### config.mk
export PLATFORM = sky130hd
export DESIGN_NAME = fbdiv_top
export DESIGN_NICKNAME = d
export VERILOG_FILES = /design/src/rtl/fbdiv_pkg.sv /design/src/rtl/fbdiv_regs.sv /design/src/rtl/fbdiv_ratio.sv /design/src/rtl/fbdiv_counter.sv /design/src/rtl/fbdiv_top.sv
export SDC_FILE = /design/constraint.sdc
export NUM_CORES = 1
export LEC_CHECK = 0
export ABC_AREA = 1
export BUFFER_PORTS_ARGS = -buffer_cell sky130_fd_sc_hd__buf_2
export CAP_MARGIN = 5
export CORE_MARGIN = 10
export CORE_UTILIZATION = 43
export DETAILED_ROUTE_END_ITERATION = 10
export GPL_ROUTABILITY_DRIVEN = 1
export GPL_TIMING_DRIVEN = 0
export PLACE_DENSITY = 0.67
export SLEW_MARGIN = 40
export SYNTH_ARGS = -nofsm -noshare
export SYNTH_HDL_FRONTEND = slang
export SYNTH_SLANG_ARGS = --single-unit
export TNS_END_PERCENT = 20
### constraint.sdc
create_clock -name clk_i -period 1.8 [get_ports clk_i]
set_input_delay 0.18 -clock clk_i [delete_from_list [all_inputs] [get_ports clk_i]]
set_output_delay 0.18 -clock clk_i [all_outputs]
set_load 0.02 [all_outputs]
### src/rtl/fbdiv_pkg.sv
package fbdiv_pkg;
    localparam int BYTE_W     = 8;
    localparam int PB_W       = 10;
    localparam int PB_HI_W    = PB_W - BYTE_W;
    localparam int CP_W       = 3;
    localparam int QR_W       = BYTE_W - 1;
    localparam int RSV_W      = BYTE_W - CP_W - PB_HI_W;
    localparam int RATIO_W    = PB_W + 2;
    localparam int RATIO_BASE = 4;
    localparam int RATIO_MIN  = 2 * RATIO_BASE;
    localparam int RATIO_MAX  = 2 * ((1 << PB_W) - 1 + RATIO_BASE) + 1;

    localparam logic [BYTE_W-1:0] ADDR_PBHI = 8'h40;
    localparam logic [BYTE_W-1:0] ADDR_PBLO = 8'h41;
    localparam logic [BYTE_W-1:0] ADDR_ODDQ = 8'h42;

    typedef struct packed {
        logic [PB_W-1:0] pb;
        logic            po;
        logic [CP_W-1:0] cp;
        logic [QR_W-1:0] qref;
    } cfg_t;

    typedef struct packed {
        logic [RATIO_W-1:0] cnt;
        logic [RATIO_W-1:0] ratio;
        logic [RATIO_W-1:0] hi_len;
    } div_st_t;
endpackage

### src/rtl/fbdiv_regs.sv
module fbdiv_regs
    import fbdiv_pkg::*;
(
    input  logic              clk_i,
    input  logic              rst_i,
    input  logic              wr_en_i,
    input  logic [BYTE_W-1:0] wr_addr_i,
    input  logic [BYTE_W-1:0] wr_data_i,
    input  logic [BYTE_W-1:0] rd_addr_i,
    output logic [BYTE_W-1:0] rd_data_o,
    output cfg_t              cfg_o
);
    cfg_t cfg_d, cfg_q;

    always_comb begin
        cfg_d = cfg_q;
        if (wr_en_i) begin
            case (wr_addr_i)
                ADDR_PBHI: begin
                    cfg_d.pb[PB_W-1:BYTE_W] = wr_data_i[PB_HI_W-1:0];
                    cfg_d.cp                = wr_data_i[PB_HI_W+CP_W-1:PB_HI_W];
                end
                ADDR_PBLO: cfg_d.pb[BYTE_W-1:0] = wr_data_i;
                ADDR_ODDQ: begin
                    cfg_d.po   = wr_data_i[BYTE_W-1];
                    cfg_d.qref = wr_data_i[QR_W-1:0];
                end
                default: cfg_d = cfg_q;
            endcase
        end
        if (rst_i) begin
            cfg_d = '0;
        end
    end

    always_ff @(posedge clk_i) begin
        cfg_q <= cfg_d;
    end

    always_comb begin
        case (rd_addr_i)
            ADDR_PBHI: rd_data_o = {{RSV_W{1'b0}}, cfg_q.cp, cfg_q.pb[PB_W-1:BYTE_W]};
            ADDR_PBLO: rd_data_o = cfg_q.pb[BYTE_W-1:0];
            ADDR_ODDQ: rd_data_o = {cfg_q.po, cfg_q.qref};
            default:   rd_data_o = '0;
        endcase
    end

    assign cfg_o = cfg_q;

    // registers clear on reset
    a_r8_regs_clear: assert property (@(posedge clk_i) rst_i |=> (cfg_q == '0));
    // a write to an unmapped address leaves every field alone
    a_r10_unmapped_write: assert property (@(posedge clk_i) disable iff (rst_i)
        (wr_en_i && wr_addr_i != ADDR_PBHI && wr_addr_i != ADDR_PBLO && wr_addr_i != ADDR_ODDQ)
        |=> $stable(cfg_q));
endmodule

### src/rtl/fbdiv_ratio.sv
module fbdiv_ratio
    import fbdiv_pkg::*;
(
    input  logic [PB_W-1:0]    pb_i,
    input  logic               po_i,
    output logic [RATIO_W-1:0] ratio_o,
    output logic [RATIO_W-1:0] hi_len_o
);
    logic [PB_W:0] pb_off;

    always_comb begin
        pb_off   = {1'b0, pb_i} + (PB_W+1)'(RATIO_BASE);
        ratio_o  = {pb_off, po_i};
        hi_len_o = RATIO_W'(pb_off) + RATIO_W'(po_i);
    end
endmodule

### src/rtl/fbdiv_counter.sv
module fbdiv_counter
    import fbdiv_pkg::*;
(
    input  logic               clk_i,
    input  logic               rst_i,
    input  logic [RATIO_W-1:0] ratio_new_i,
    input  logic [RATIO_W-1:0] hi_new_i,
    output logic               div_clk_o,
    output logic               tc_o
);
    div_st_t st_d, st_q;
    logic    tc;

    always_comb begin
        tc   = (st_q.cnt == (st_q.ratio - RATIO_W'(1)));
        st_d = st_q;
        if (tc) begin
            st_d.cnt    = '0;
            st_d.ratio  = ratio_new_i;
            st_d.hi_len = hi_new_i;
        end else begin
            st_d.cnt = st_q.cnt + RATIO_W'(1);
        end
        if (rst_i) begin
            st_d.cnt    = '0;
            st_d.ratio  = RATIO_W'(RATIO_MIN);
            st_d.hi_len = RATIO_W'(RATIO_MIN / 2);
        end
    end

    always_ff @(posedge clk_i) begin
        st_q <= st_d;
    end

    assign tc_o      = tc;
    assign div_clk_o = (st_q.cnt < st_q.hi_len);

    // active ratio only moves across a terminal count
    a_r5_ratio_hold: assert property (@(posedge clk_i) disable iff (rst_i)
        !tc_o |=> $stable(st_q.ratio));
    // terminal count never lasts two cycles
    a_r7_tc_single: assert property (@(posedge clk_i) disable iff (rst_i)
        tc_o |=> !tc_o);
    // a new period opens with the output high
    a_r6_high_at_start: assert property (@(posedge clk_i) disable iff (rst_i)
        tc_o |=> div_clk_o);
    // active ratio stays within the legal span
    a_r1_ratio_range: assert property (@(posedge clk_i) disable iff (rst_i)
        (st_q.ratio >= RATIO_W'(RATIO_MIN)) && (st_q.ratio <= RATIO_W'(RATIO_MAX)));
    // reset leaves ratio 8 and a cleared count
    a_r8_reset_load: assert property (@(posedge clk_i)
        rst_i |=> (st_q.cnt == '0 && st_q.ratio == RATIO_W'(RATIO_MIN)));
endmodule

### src/rtl/fbdiv_top.sv
module fbdiv_top
    import fbdiv_pkg::*;
(
    input  logic              clk_i,
    input  logic              rst_i,
    input  logic              wr_en_i,
    input  logic [BYTE_W-1:0] wr_addr_i,
    input  logic [BYTE_W-1:0] wr_data_i,
    input  logic [BYTE_W-1:0] rd_addr_i,
    output logic [BYTE_W-1:0] rd_data_o,
    output logic              div_clk_o,
    output logic              tc_o
);
    cfg_t               cfg;
    logic [RATIO_W-1:0] ratio_new;
    logic [RATIO_W-1:0] hi_new;

    fbdiv_regs u_regs (
        .clk_i     (clk_i),
        .rst_i     (rst_i),
        .wr_en_i   (wr_en_i),
        .wr_addr_i (wr_addr_i),
        .wr_data_i (wr_data_i),
        .rd_addr_i (rd_addr_i),
        .rd_data_o (rd_data_o),
        .cfg_o     (cfg)
    );

    fbdiv_ratio u_ratio (
        .pb_i     (cfg.pb),
        .po_i     (cfg.po),
        .ratio_o  (ratio_new),
        .hi_len_o (hi_new)
    );

    fbdiv_counter u_cnt (
        .clk_i       (clk_i),
        .rst_i       (rst_i),
        .ratio_new_i (ratio_new),
        .hi_new_i    (hi_new),
        .div_clk_o   (div_clk_o),
        .tc_o        (tc_o)
    );

    // reserved bits of the high base register read as zero
    a_r3_rsv_zero: assert property (@(posedge clk_i) disable iff (rst_i)
        (rd_addr_i == ADDR_PBHI) |-> (rd_data_o[BYTE_W-1:BYTE_W-RSV_W] == '0));
endmodule

**After elaboration in Yosys (flattened, before gate mapping)**

Index checks and enable logic that the tools add are counted.

- Register bits after elaboration: 57
- Latch bits: 0
- Memory bits (writable): 0
- Memory bits (read-only): 0
- Input bits: 27
- Memories kept: 0

- $add $sub $neg: 4
- Multiply operators: 0
- Divide/modulo/power cells: 0
- Order comparisons: 1
- Eq/ne operators: 7
- Shift-type cells: 0
- Multiplexer cells: 1
- Bitwise gates (word level): 0
- Reduce and logical (&&, ||, !) cells: 4

Operator list:

| kind | count |
|---|---|
| 8-bit by 7-bit == test with 1-bit output, second input constant | 6 |
| 8-bit case mux with 3 select lines | 1 |
| 11-bit by 1-bit adder with 12-bit output | 1 |
| 12-bit by 1-bit adder with 12-bit output, second input constant | 1 |
| 12-bit == test | 1 |
| 12-bit < comparator | 1 |
| 12-bit by 1-bit subtractor with 12-bit output, second input constant | 1 |
| 10-bit by 3-bit adder with 11-bit output, second input constant | 1 |
| 2-bit AND reduction | 3 |
| 2-bit OR reduction | 1 |

**Depth between registers and ports, before layout**

- Word-level depth: 3
- Depth in mapped cells: 15
- Mapped depth without buffers: 14

**Modules after synthesis**

Synthesis repeated with hierarchy kept, for this count alone.

- Cells, all modules: 673
- Area, all modules: 4175.3 um^2

Modules (own cells, without submodules):

| module | instances | cells an instance | area each (um^2) | sequential area each (um^2) |
|---|---|---|---|---|
| fbdiv_counter | 1 | 372 | 2419.8 | 720.7 |
| fbdiv_regs | 1 | 219 | 1312.5 | 420.4 |
| fbdiv_ratio | 1 | 82 | 442.9 | 0.0 |

**Worst setup path after synthesis**

Ideal clock, no wire load.

- Kind: flip-flop to flip-flop
- From: register u_cnt.st_q[12] (netlist bit)
- To: register u_cnt.st_q[26] (netlist bit)
- Data arrival time: 1.746 ns
- Data required time: 1.684 ns
- Path slack: -0.062 ns
- Stages on the path, launching flop included: 13
- Buffers on the path: 1
- Clock period less this slack: 1.862 ns
- Cell sequence: dfxtp_1 -> inv_2 -> ha_1 -> xnor2_1 -> nor2_1 -> nand2_1 -> nor2_1 -> nand2_1 -> nor2_4 -> nand3_4 -> nand2_1 -> buf_4 -> nor2_1

- Longest elaborated chain between the ends: 3

Ends and longest elaborated chain:

| what | line | text |
|---|---|---|
| from (decl) | fbdiv_counter.sv:11 | `div_st_t st_d, st_q;` |
| from (signal assigned) | fbdiv_counter.sv:32 | `st_q <= st_d;` |
| 12-bit by 1-bit subtractor with 12-bit output | fbdiv_counter.sv:15 | `tc = (st_q.cnt == (st_q.ratio - RATIO_W'(1)));` |
| 12-bit == test | fbdiv_counter.sv:15 |  |
| 2-bit OR reduction (no line) | - |  |

Every way passes these cells.
A chain may end at the register's enable or synchronous reset.

**Final worst setup path**

- From: register u_cnt.st_q[12] (netlist bit)
- To: output tc_o

- Longest elaborated chain between the ends: 2

Ends and longest elaborated chain:

| what | line | text |
|---|---|---|
| 12-bit by 1-bit subtractor with 12-bit output | fbdiv_counter.sv:15 |  |
| 12-bit == test | fbdiv_counter.sv:15 |  |
| to (decl) | fbdiv_top.sv:12 | `output logic tc_o` |

Every way passes these cells.

==> flow_metrics.py <==
metrics = {
    "outcome": {
        "outcome": "complete, but fails checks",
        "violations": "negative setup slack",
    },
    "power_and_ir_drop": {
        "p_int_mw": 1.88,
        "p_clk_frac": 0.391,
        "switching_share": 0.243,
        "pwr-share-comb": 0.091,
        "seq_power_share": 0.518,
        "power_density_nw_per_um2": 569,
        "ir_worst_vdd_v": 0.000501,
        "p_leak_nw": 2.08,
        "switchingPower_mw": 0.604,
        "power.total_mw": 2.48,
    },
    "sta": {
        "max-slew-margin-rel": 0.675,
        "setup_violations": 38,
        "whs_ps": 102,
        "tns_ps": -3710,
        "fin_crit_sh": 1.12,
        "grt_setup_unrepaired": "yes",
        "clock.fmax_ghz": 0.497,
        "fin_skew_ps": 7.01,
        "period_needed_ps": 2010,
        "finalHoldViolCount": 0,
        "tightest_slew_ps": 488,
        "slew_viol_final": 0,
        "fin_ws_ps": -212,
    },
    "route": {
        "drtAntennaViolNets": 0,
        "avgRoutedWirePerCell_um": 13.0,
        "drcViolationCount": 0,
        "first_iter_violations": 121,
        "viasPerCell": 4.87,
        "drt_wl_total_mm": 8.91,
        "drt_pre_antenna_iters": 4,
        "vias": 3328,
    },
    "setup_path": {
        "crit_path_max_fanout": 2,
        "crit_type": "reg2out",
        "cp-end-kind": "output port",
        "cpPeakStageDelay_ps": 350,
        "crit_family": "simple AND/OR/NAND/NOR gates",
        "cp.arrival_ps": 1830,
        "slowest_stage": "dfxtp_2",
        "setup.worst_path.start_class": "flop",
        "crit_top_cell": "inv_4",
        "crit_buf_inv": 3,
        "required_ps": 1620,
        "crit_chain": "inv_4 -> ha_4 -> xnor2_1 -> nor2_1 -> nand2_1 -> nor2_2 -> nand3_2 -> nor2_4 -> nand3_4 -> inv_4 -> buf_6",
    },
    "clocking": {
        "clock_latency_ps": 330,
        "clock-sinks": 57,
        "htreeDepth": 3,
        "cts.clk_slew.worst_paths_ps": 60,
        "tritoncts": "yes",
        "clock_path_buffers": 2,
        "postCtsHoldBufs": 0,
        "cts-root-buf": "clkbuf_8",
        "cts_buffers": 9,
    },
    "die": {
        "io-pin-count": 37,
        "die_area_um2": 12100,
        "die_y_um": 110,
        "start_util": 0.446,
        "core_area_um2": 7770,
        "num_rows": 32,
        "die_x_um": 110,
    },
    "global_route": {
        "grt_pass1_wl_mm": 15.2,
        "antenna_found_initial": 0,
        "busiest_layer": "met2",
        "gr-usage-met1": 0.190,
        "grt_use_met3": 0.0334,
        "grt_max_degree": 11,
        "grt_usage": 0.157,
        "grt_pass1_vias": 3254,
        "grt_overflow": 0,
        "met2_usage": 0.267,
    },
    "place": {
        "place.gp.congestion": 0.906,
        "hpwl_mm": 6.77,
        "place_inst": 652,
        "io_buffers": 35,
        "place_ws_ps": -455,
        "placed_area_um2": 3780,
    },
    "yosys": {
        "syn_nets": 559,
        "synth_flop_cell": "dfxtp_1",
        "synth_seq_cells": 57,
        "yosys-top-cells-area": "dfxtp_1 33%, nand2_1 13%, nor2_1 9.3%, inv_1 8.2%, ha_1 6.1%",
        "synth-xor-area-share": 0.0704,
        "synth_edf_count": 0,
        "synth_top_area_share": 0.329,
        "synthCells": 515,
        "synthesis.area_um2": 3470,
        "synth_area_leader_cell": "dfxtp_1",
        "synth-compound-area-share": 0.0971,
        "async_reset_ff_frac": 0,
        "synth.yosys.seq_area_share": 0.329,
        "synthAdderAreaFrac": 0.0614,
        "synthMuxAreaShare": 0,
        "synth_top_family_by_area": "simple AND/OR/NAND/NOR gates",
        "ys.warnings.count": 0,
        "avgSynthCellArea_um2": 6.73,
        "synth-simple-area-share": 0.334,
        "synth_cell_types": 36,
    },
    "finish": {
        "final_util": 0.562,
        "antenna_cells": 0,
        "fin_area_um2": 4360,
        "fin_cells": 684,
        "nFillCells": 728,
        "final_net_count": 624,
        "drive_gt1_frac": 0.232,
        "area_delta_synth_final_pct": 25.8,
    },
    "min_path": {
        "worstHoldPathType": "in2reg",
    },
    "run": {
        "max_cap_viol_count": 0,
    },
}
-- cell families (layout without fill, tap and decap cells) --
kind of cell | Yosys count | after routing
AOI/OAI and AO/OA | 57 | 57
xor gates and xnor gates | 27 | 27
adders and majority gates | 17 | 17
buffers and inverters | 94 | 161
DFF | 57 | 57
and+or+nand+nor | 263 | 263
-- cells in the mapped netlist, types with 2 or more instances --
master	count
buf_6	2
dfxtp_1	57
nand4_1	11
a21oi_1	21
nor2_1	86
o21ai_0	16
xor2_1	14
nand3_1	26
clkbuf_1	6
inv_1	76
xnor2_1	12
inv_2	7
nor3_1	6
nand2_1	116
nor2_2	3
nor2_4	5
o22ai_1	3
ha_1	17
o221ai_1	6
nand3b_1	2
a211oi_1	8
-- worst register-to-register path: cells and delay by family (launching register included) --
kind	cells	cell delay, ps
DFF	1	350
and+or+nand+nor	8	790
buffers and inverters	3	360
xor gates and xnor gates	1	120
adders and majority gates	1	220
-- flip-flops by register name, indices dropped and copies added, names as in the netlist --
signal        cells
u_regs.cfg_o     21
u_cnt.st_q       36
-- final cells by class --
type / count / area (µm²) / share of cell area
buffer: 10 / 75.1 / 0.0172
clock buffer: 12 / 145 / 0.0333
clock inverter: 1 / 5.00 / 0.00115
inverter: 84 / 320 / 0.0734
multi-input combinational: 364 / 2160 / 0.495
sequential: 57 / 1160 / 0.266
tap: 102 / 128 / 0.0293
timing repair buffer: 54 / 369 / 0.0846
-- placed cells by master, fill, tap and decap left out, types with 7 or more instances in the layout --
cell type | synthesis | final
xor2_1 | 14 | 13
nor2_4 | 5 | 9
nor2_2 | 3 | 7
nand4_1 | 11 | 11
nand2_1 | 116 | 112
inv_2 | 7 | 9
nor2_1 | 86 | 78
xnor2_1 | 12 | 12
clkbuf_1 | 6 | 8
clkbuf_8 | 0 | 10
a211oi_1 | 8 | 8
inv_1 | 76 | 72
dfxtp_2 | 0 | 8
buf_2 | 1 | 33
dfxtp_1 | 57 | 46
ha_1 | 17 | 13
buf_4 | 1 | 16
nand3_1 | 26 | 24
a21oi_1 | 21 | 18
o21ai_0 | 16 | 16
-- power groups by stage --
| stage | Combinational, mW | Sequential, mW | Clock (mW) |
|---|---|---|---|
| after global routing | 0.254 | 1.29 | 1.07 |
| after floorplan | 0.119 | 1.31 | 0 |
| final | 0.226 | 1.29 | 0.970 |
| after detailed placement | 0.183 | 1.32 | 0 |
| after global placement | 0.179 | 1.32 | 0 |
| after CTS | 0.201 | 1.29 | 1.01 |
-- routing by layer --
layer | routed length, µm | share of wire | up-vias
li1 | - | - | 1755
met1 | 4060 | 0.46 | 1510
met2 | 4380 | 0.49 | 55
met3 | 340 | 0.038 | 8
met4 | 121 | 0.014 | 0
met5 | 0 | 0 | -
-- final timing paths --
kind | end | slack (ps) | cells past startpoint | startpoint
setup reg to reg | u_cnt.st_q[17] | -120 | 13 | u_cnt.st_q[12]
hold / removal | u_regs.cfg_o[15] | 100 | 3 | wr_data_i[4]
hold reg to reg | u_cnt.st_q[11] | 440 | 2 | u_cnt.st_q[11]
setup / recovery | tc_o | -210 | 11 | u_cnt.st_q[12]
-- timing repair --
item                       in CTS  in global routing
gates resized for setup        44                 22
setup endpoints to repair      46                 38
cloned                          0                  2
buffers inserted               11                  6
pin swaps                      13                 15
No activity file was read; power rests on OpenSTA's default activity.
